`src/rtl/i2c_mem_pkg.sv`:
```
package i2c_mem_pkg;

    typedef enum logic [3:0] {
        ST_IDLE,
        ST_DEVSEL,
        ST_DEVSEL_ACK,
        ST_WORD,
        ST_WORD_ACK,
        ST_WDATA,
        ST_WDATA_ACK,
        ST_RDATA,
        ST_RD_ACK,
        ST_PARK
    } slv_state_e;

    localparam int unsigned BYTE_W = 8;

endpackage

```
`src/rtl/i2c_line_cond.sv`:
```
module i2c_line_cond #(
    parameter int unsigned SYNC_STAGES = 2
) (
    input  logic clk,
    input  logic rst_n,
    input  logic scl_i,
    input  logic sda_i,
    output logic scl_s,
    output logic sda_s,
    output logic scl_rise,
    output logic scl_fall,
    output logic start_det,
    output logic stop_det
);

    localparam int unsigned LAST = SYNC_STAGES - 1;

    logic [LAST:0] scl_ff;
    logic [LAST:0] sda_ff;
    logic          scl_q;
    logic          sda_q;

    // One synchronizer chain per line; the idle bus level is high.
    genvar g;
    generate
        for (g = 0; g < SYNC_STAGES; g++) begin : g_sync
            always_ff @(posedge clk or negedge rst_n) begin
                if (!rst_n) begin
                    scl_ff[g] <= 1'b1;
                    sda_ff[g] <= 1'b1;
                end else if (g == 0) begin
                    scl_ff[g] <= scl_i;
                    sda_ff[g] <= sda_i;
                end else begin
                    scl_ff[g] <= scl_ff[(g == 0) ? 0 : g - 1];
                    sda_ff[g] <= sda_ff[(g == 0) ? 0 : g - 1];
                end
            end
        end
    endgenerate

    assign scl_s = scl_ff[LAST];
    assign sda_s = sda_ff[LAST];

    // Keep the previous sample of each line so that edges can be seen.
    always_ff @(posedge clk or negedge rst_n) begin
        if (!rst_n) begin
            scl_q <= 1'b1;
            sda_q <= 1'b1;
        end else begin
            scl_q <= scl_s;
            sda_q <= sda_s;
        end
    end

    assign scl_rise  = scl_s & ~scl_q;
    assign scl_fall  = ~scl_s & scl_q;
    // Data may only move while the clock is high when it is a bus condition.
    assign start_det = scl_s & scl_q & sda_q & ~sda_s;
    assign stop_det  = scl_s & scl_q & ~sda_q & sda_s;

endmodule

```
`src/rtl/i2c_byte_rx.sv`:
```
module i2c_byte_rx #(
    parameter int unsigned WIDTH = 8
) (
    input  logic             clk,
    input  logic             rst_n,
    input  logic             clear,
    input  logic             sample,
    input  logic             bit_in,
    output logic [WIDTH-1:0] data,
    output logic             last
);

    localparam int unsigned CNT_W = $clog2(WIDTH);

    logic [CNT_W-1:0] cnt;

    always_ff @(posedge clk or negedge rst_n) begin
        if (!rst_n) begin
            data <= '0;
            cnt  <= '0;
        end else if (clear) begin
            cnt  <= '0;
        end else if (sample) begin
            data <= {data[WIDTH-2:0], bit_in};
            cnt  <= (cnt == CNT_W'(WIDTH - 1)) ? '0 : cnt + 1'b1;
        end
    end

    // High while the next sample completes a byte.
    assign last = (cnt == CNT_W'(WIDTH - 1));

endmodule

```
`src/rtl/i2c_addr_ptr.sv`:
```
module i2c_addr_ptr #(
    parameter int unsigned ADDR_W = 11
) (
    input  logic              clk,
    input  logic              rst_n,
    input  logic              load_hi,
    input  logic [ADDR_W-9:0] hi_val,
    input  logic              load_lo,
    input  logic [7:0]        lo_val,
    input  logic              inc,
    output logic [ADDR_W-1:0] ptr
);

    always_ff @(posedge clk or negedge rst_n) begin
        if (!rst_n) begin
            ptr <= '0;
        end else if (inc) begin
            ptr <= ptr + 1'b1;
        end else begin
            if (load_hi) ptr[ADDR_W-1:8] <= hi_val;
            if (load_lo) ptr[7:0]        <= lo_val;
        end
    end

endmodule

```
`src/rtl/i2c_mem_slave.sv`:
```
module i2c_mem_slave
    import i2c_mem_pkg::*;
#(
    parameter int unsigned ADDR_W   = 11,
    parameter logic [3:0]  DEV_CODE = 4'b1010
) (
    input  logic              clk,
    input  logic              rst_n,
    input  logic              scl_i,
    input  logic              sda_i,
    output logic              sda_oe,
    output logic [ADDR_W-1:0] mem_addr,
    output logic [7:0]        mem_wdata,
    output logic              mem_we,
    output logic              mem_re,
    input  logic [7:0]        mem_rdata
);

    localparam int unsigned PAGE_W = ADDR_W - 8;

    slv_state_e state;
    slv_state_e state_n;

    logic        scl_s;
    logic        sda_s;
    logic        scl_rise;
    logic        scl_fall;
    logic        start_det;
    logic        stop_det;

    logic [7:0]  rx_data;
    logic        rx_last;
    logic [7:0]  rx_byte;
    logic        rx_sample;
    logic        byte_done;
    logic        code_ok;

    logic        ack_drv;
    logic        ack_half;
    logic        dir_rd;
    logic [7:0]  tx_sh;
    logic [2:0]  tx_cnt;
    logic        rd_pend;

    logic        ptr_load_hi;
    logic        ptr_load_lo;
    logic        ptr_inc;
    logic        tx_last_fall;

    i2c_line_cond #(.SYNC_STAGES(2)) u_cond (
        .clk       (clk),
        .rst_n     (rst_n),
        .scl_i     (scl_i),
        .sda_i     (sda_i),
        .scl_s     (scl_s),
        .sda_s     (sda_s),
        .scl_rise  (scl_rise),
        .scl_fall  (scl_fall),
        .start_det (start_det),
        .stop_det  (stop_det)
    );

    assign rx_sample = scl_rise &&
                       (state == ST_DEVSEL || state == ST_WORD || state == ST_WDATA);

    i2c_byte_rx #(.WIDTH(BYTE_W)) u_rx (
        .clk    (clk),
        .rst_n  (rst_n),
        .clear  (start_det),
        .sample (rx_sample),
        .bit_in (sda_s),
        .data   (rx_data),
        .last   (rx_last)
    );

    assign rx_byte      = {rx_data[6:0], sda_s};
    assign byte_done    = rx_sample && rx_last;
    assign code_ok      = (rx_byte[7:4] == DEV_CODE);
    assign tx_last_fall = (state == ST_RDATA) && scl_fall && (tx_cnt == 3'd7);

    assign ptr_load_hi = (state == ST_DEVSEL) && byte_done && code_ok && !rx_byte[0];
    assign ptr_load_lo = (state == ST_WORD) && byte_done;
    assign ptr_inc     = mem_we | tx_last_fall;

    i2c_addr_ptr #(.ADDR_W(ADDR_W)) u_ptr (
        .clk     (clk),
        .rst_n   (rst_n),
        .load_hi (ptr_load_hi),
        .hi_val  (rx_byte[PAGE_W:1]),
        .load_lo (ptr_load_lo),
        .lo_val  (rx_byte),
        .inc     (ptr_inc),
        .ptr     (mem_addr)
    );

    // Next-state logic: bus conditions win over everything else.
    always_comb begin
        state_n = state;
        if (start_det) begin
            state_n = ST_DEVSEL;
        end else if (stop_det) begin
            state_n = ST_IDLE;
        end else begin
            unique case (state)
                ST_IDLE:       state_n = ST_IDLE;
                ST_DEVSEL:     if (byte_done) state_n = code_ok ? ST_DEVSEL_ACK : ST_PARK;
                ST_DEVSEL_ACK: if (scl_fall && ack_half) state_n = dir_rd ? ST_RDATA : ST_WORD;
                ST_WORD:       if (byte_done) state_n = ST_WORD_ACK;
                ST_WORD_ACK:   if (scl_fall && ack_half) state_n = ST_WDATA;
                ST_WDATA:      if (byte_done) state_n = ST_WDATA_ACK;
                ST_WDATA_ACK:  if (scl_fall && ack_half) state_n = ST_WDATA;
                ST_RDATA:      if (tx_last_fall) state_n = ST_RD_ACK;
                ST_RD_ACK: begin
                    if (scl_rise && sda_s)           state_n = ST_PARK;
                    else if (scl_fall && ack_half)   state_n = ST_RDATA;
                end
                ST_PARK:       state_n = ST_PARK;
            endcase
        end
    end

    // State register.
    always_ff @(posedge clk or negedge rst_n) begin
        if (!rst_n) state <= ST_IDLE;
        else        state <= state_n;
    end

    // Datapath registers.
    always_ff @(posedge clk or negedge rst_n) begin
        if (!rst_n) begin
            ack_drv   <= 1'b0;
            ack_half  <= 1'b0;
            dir_rd    <= 1'b0;
            tx_sh     <= '0;
            tx_cnt    <= '0;
            rd_pend   <= 1'b0;
            mem_we    <= 1'b0;
            mem_re    <= 1'b0;
            mem_wdata <= '0;
        end else begin
            mem_we  <= 1'b0;
            mem_re  <= 1'b0;
            rd_pend <= mem_re;
            if (start_det || stop_det) begin
                ack_drv  <= 1'b0;
                ack_half <= 1'b0;
            end else begin
                unique case (state)
                    ST_DEVSEL: begin
                        if (byte_done && code_ok) begin
                            dir_rd <= rx_byte[0];
                            mem_re <= rx_byte[0];
                        end
                    end
                    ST_DEVSEL_ACK, ST_WORD_ACK, ST_WDATA_ACK: begin
                        // First fall: start pulling; second fall: let go.
                        if (scl_fall) begin
                            ack_drv  <= !ack_half;
                            ack_half <= !ack_half;
                        end
                    end
                    ST_WDATA: begin
                        if (byte_done) begin
                            mem_we    <= 1'b1;
                            mem_wdata <= rx_byte;
                        end
                    end
                    ST_RDATA: begin
                        if (scl_fall && tx_cnt != 3'd7) begin
                            tx_sh  <= {tx_sh[6:0], 1'b0};
                            tx_cnt <= tx_cnt + 1'b1;
                        end
                    end
                    ST_RD_ACK: begin
                        if (scl_rise && !sda_s) begin
                            ack_half <= 1'b1;
                            mem_re   <= 1'b1;
                        end else if (scl_fall) begin
                            ack_half <= 1'b0;
                        end
                    end
                    ST_IDLE, ST_WORD, ST_PARK: begin
                        ack_drv  <= 1'b0;
                        ack_half <= 1'b0;
                    end
                endcase
            end
            if (rd_pend) begin
                tx_sh  <= mem_rdata;
                tx_cnt <= '0;
            end
        end
    end

    // Output decode: acknowledge pull, or a zero bit of read data.
    always_comb begin
        sda_oe = ack_drv;
        if (state == ST_RDATA && !tx_sh[7]) sda_oe = 1'b1;
    end

endmodule

```
`config.mk`:
```
export PLATFORM = sky130hd
export DESIGN_NAME = i2c_mem_slave
export DESIGN_NICKNAME = d
export VERILOG_FILES = /design/src/rtl/i2c_mem_pkg.sv /design/src/rtl/i2c_line_cond.sv /design/src/rtl/i2c_byte_rx.sv /design/src/rtl/i2c_addr_ptr.sv /design/src/rtl/i2c_mem_slave.sv
export SDC_FILE = /design/constraint.sdc
export NUM_CORES = 1
export LEC_CHECK = 0
export BUFFER_PORTS_ARGS = -buffer_cell sky130_fd_sc_hd__buf_2
export CORE_MARGIN = 4
export CORE_UTILIZATION = 60
export DETAILED_ROUTE_END_ITERATION = 8
export PLACE_DENSITY = 0.86
export SKIP_CTS_REPAIR_TIMING = 1
export SLEW_MARGIN = 10
export SYNTH_ARGS = -nofsm -noshare
export SYNTH_HDL_FRONTEND = slang
export SYNTH_SLANG_ARGS = --single-unit
```
`constraint.sdc`:
```
create_clock -name clk -period 3 [get_ports clk]
set_input_delay 0.3 -clock clk [delete_from_list [all_inputs] [get_ports clk]]
set_output_delay 0.3 -clock clk [all_outputs]
set_load 0.01 [all_outputs]
```
==> impl_metrics.yaml <==
routing:
  post-route-drc-count: 0
  vias_per_cell: 6.124
  top_layer: "met4"
  drt_iter0_drc: 232
  dr_wl_met2_um: 2836
  wl_met1_um: 2614
  wl_um: 5902
  met3_wirelength_um: 364
  vias: 2278
  ant_nets: 0
  wl_per_cell_um: 15.87
  drtPass1Iterations: 5
setup_path:
  cp_slowest_cell: "a31oi_1"
  path_cells: "and4b_1 -> a31oi_1 -> nand2_1 -> o22ai_1 -> a21oi_1"
  reg2regPathDepth: 5
  cp.buffers_inverters: 0
  worstPathRequired_ps: 3200
  endpoint: "u_ptr.ptr[0]$_DFFE_PN0P_"
  cp-end-kind: "flip-flop"
  crit-reg2reg-launch: "state[3]$_DFFE_PN0P_"
  crit_path_start_kind: "flip-flop"
  worstSetupPathType: "flip-flop to flip-flop"
  crit_fanout: 15
  critPathArrivalTime_ps: 2610
  reg2reg_to: "u_ptr.ptr[0]$_DFFE_PN0P_"
  worst-path-stages: 5
  max_stage_delay_ps: 720
  cp_top_family: "compound AO/OA/AOI/OAI gates"
  reg2reg_slack_ps: 590
  crit_path_start: "state[3]$_DFFE_PN0P_"
power:
  leakagePower_nw: 1.560
  vdd_ir_drop_max_mv: 0.4845
  power.density_nw_per_um2: 710.8
floorplanning:
  die_w_um: 76.26
  die_h_um: 76.26
  num_io_pins: 34
  fp.dieArea_sq_um: 5815
  initial_core_util: 0.6289
  core_sq_um: 4444
  num_rows: 24
sta:
  rsz0062_at_grt: "false"
  maxSlewHeadroom: 0.3193
  fin_hold_ws_ps: 85.68
  hold_viol: 0
  finalCriticalPeriod_ps: 2408
  fmax_mhz: 415.3
  finClkSkew_ps: 14.79
  slew_viol_final: 0
  fin_tns_setup_ps: 0
  tightest_slew_ps: 1021
  setup_viol: 0
  period_share: 0.8025
global_route:
  antenna_found_initial: 0
  grt_pass1_vias: 2202
  grt_pass1_wl_um: 10400
  grt-ovfl-total: 0
  grt_max_degree: 48
  track_usage: 0.2189
yosys:
  ys_async_sr_fraction: 1.000
  synth-seq-cells: 56
  syn_inst: 291
  netlist.top_cell.by_area: "dfrtp_1"
  seq_area_frac_synth: 0.5040
  synth_edf_count: 0
  synthesis.nets: 308
  synthTopCellsByArea: "dfrtp_1 45%, nand2_1 8.7%, dfstp_2 5.6%"
  synth_ff_type: "dfrtp_1"
  synth.avg_cell_area_sq_um: 9.605
  yosys.area.top_type_share: 0.4476
  synth_warnings: 0
  synthesis.area_sq_um: 2795
  yosys.cell_types.count: 61
clock_network:
  cts_tree: "yes"
  cts_made_buffers: 5
  htreeDepth: 2
  clock_latency_ps: 310
  cts.sinks: 56
  cts_buffer_depth: 2
  clk_pin_slew_worst_paths_ps: 110
  cts_root_buf: "clkbuf_8"
finish:
  diodes: 0
  fillers: 341
  nNetsFinal: 336
  drive_gt1_frac: 0.1875
  area_growth_syn_to_layout_pct: 9.937
  final_common_cell: "nand2_1"
  multi_input_comb_area_sq_um: 1285
  layout_common_cells: "65 x nand2_1, 50 x dfrtp_1, 33 x buf_2"
  seq_area_sq_um: 1409
job:
  drv_cap: 0
run_status:
  status: "completed"
worst_hold_path:
  min_path_type: "primary input to flip-flop"
placement:
  gp_congestion: 0.8618
  portBuffers: 33
  dpl.hpwl_um: 4261
power by group:
group	switching, mW	total (mW)	internal (mW)
sequential	0.167	1.08	0.913
clock	0.239	0.428	0.189
combinational	0.380	0.677	0.296
total	0.786	2.18	1.40
layout make-up:
class                      count  share of cell area
inverter                       6            0.007329
clock inverter                 2            0.004479
tap                           52             0.02117
clock buffer                   6             0.02687
multi-input combinational    213              0.4182
sequential                    56              0.4585
timing repair buffer          37             0.06352
registers in the layout, indices dropped and copies added (netlist names), 3 cells and up:
signal and count:
mem_wdata 8, u_ptr.ptr 11, tx_sh 8, u_rx.cnt 3, tx_cnt 3, u_rx.data 7, state 4
metal layers:
layer / GRT usage / vias up
met4: 0.08514 / 0
met1: 0.3050 / 1085
li1: - / 1100
met2: 0.3401 / 83
met3: 0.04137 / 10
met5: 0 / -
worst min-delay path by stage:
stage	from	to	slack (ps)	cells after the start
final	scl_i	u_cond.scl_ff[0]$_DFF_PN1_	90	1
after global routing	scl_i	u_cond.scl_ff[0]$_DFF_PN1_	70	1
after CTS	scl_i	u_cond.scl_ff[0]$_DFF_PN1_	70	1
after detailed placement	u_cond.sda_ff[0]$_DFF_PN1_	u_cond.sda_s$_DFF_PN1_	350	0
after global placement	u_cond.sda_ff[0]$_DFF_PN1_	u_cond.sda_s$_DFF_PN1_	350	0
after floorplan	rst_n	ack_drv$_DFFE_PN0P_	4	0
metrics by stage:
step,utilization,area [sq um],std cells,total power [mW],setup WS (ps)
floorplan,-,2795,291,1.580,1169
global placement,0.6698,2977,364,1.722,809.1
detailed placement,0.6698,2977,364,1.765,639.4
CTS,0.6914,3073,372,2.196,605.2
global route,0.6914,3073,372,2.345,345.6
finish,0.6914,3073,372,2.184,592.4
cell families after synthesis:
kind of cell,Yosys count,share of synthesized area
muxes,10,0.03581
adders and majority gates,5,0.02238
DFF,56,0.5040
buffers and inverters,22,0.03625
xor gates and xnor gates,4,0.01254
AOI/OAI and AO/OA,70,0.1665
and+or+nand+nor,124,0.2225
Yosys cell counts (2+ instances only):
cell type   n
nor3_1      4
buf_4       2
nand2_1    65
nor2b_1     3
xor2_1      2
xnor2_1     2
o21ai_1     2
and3_1      2
inv_1       5
mux2i_1    10
ha_1        5
o22ai_1     4
buf_2       9
nor2_1     17
o21ai_0    19
clkbuf_1    4
nand3_1     8
a21oi_1    12
a22o_1      3
nand4_1     2
nor4_1      3
or3b_1      2
dfstp_2     6
o21bai_1    2
dfrtp_1    50
nand2b_1    2
a31oi_1     3
o31ai_1     3
or3_1       4
a22oi_1     3
a211oi_1    3
Power figures use the tool's default switching activity.
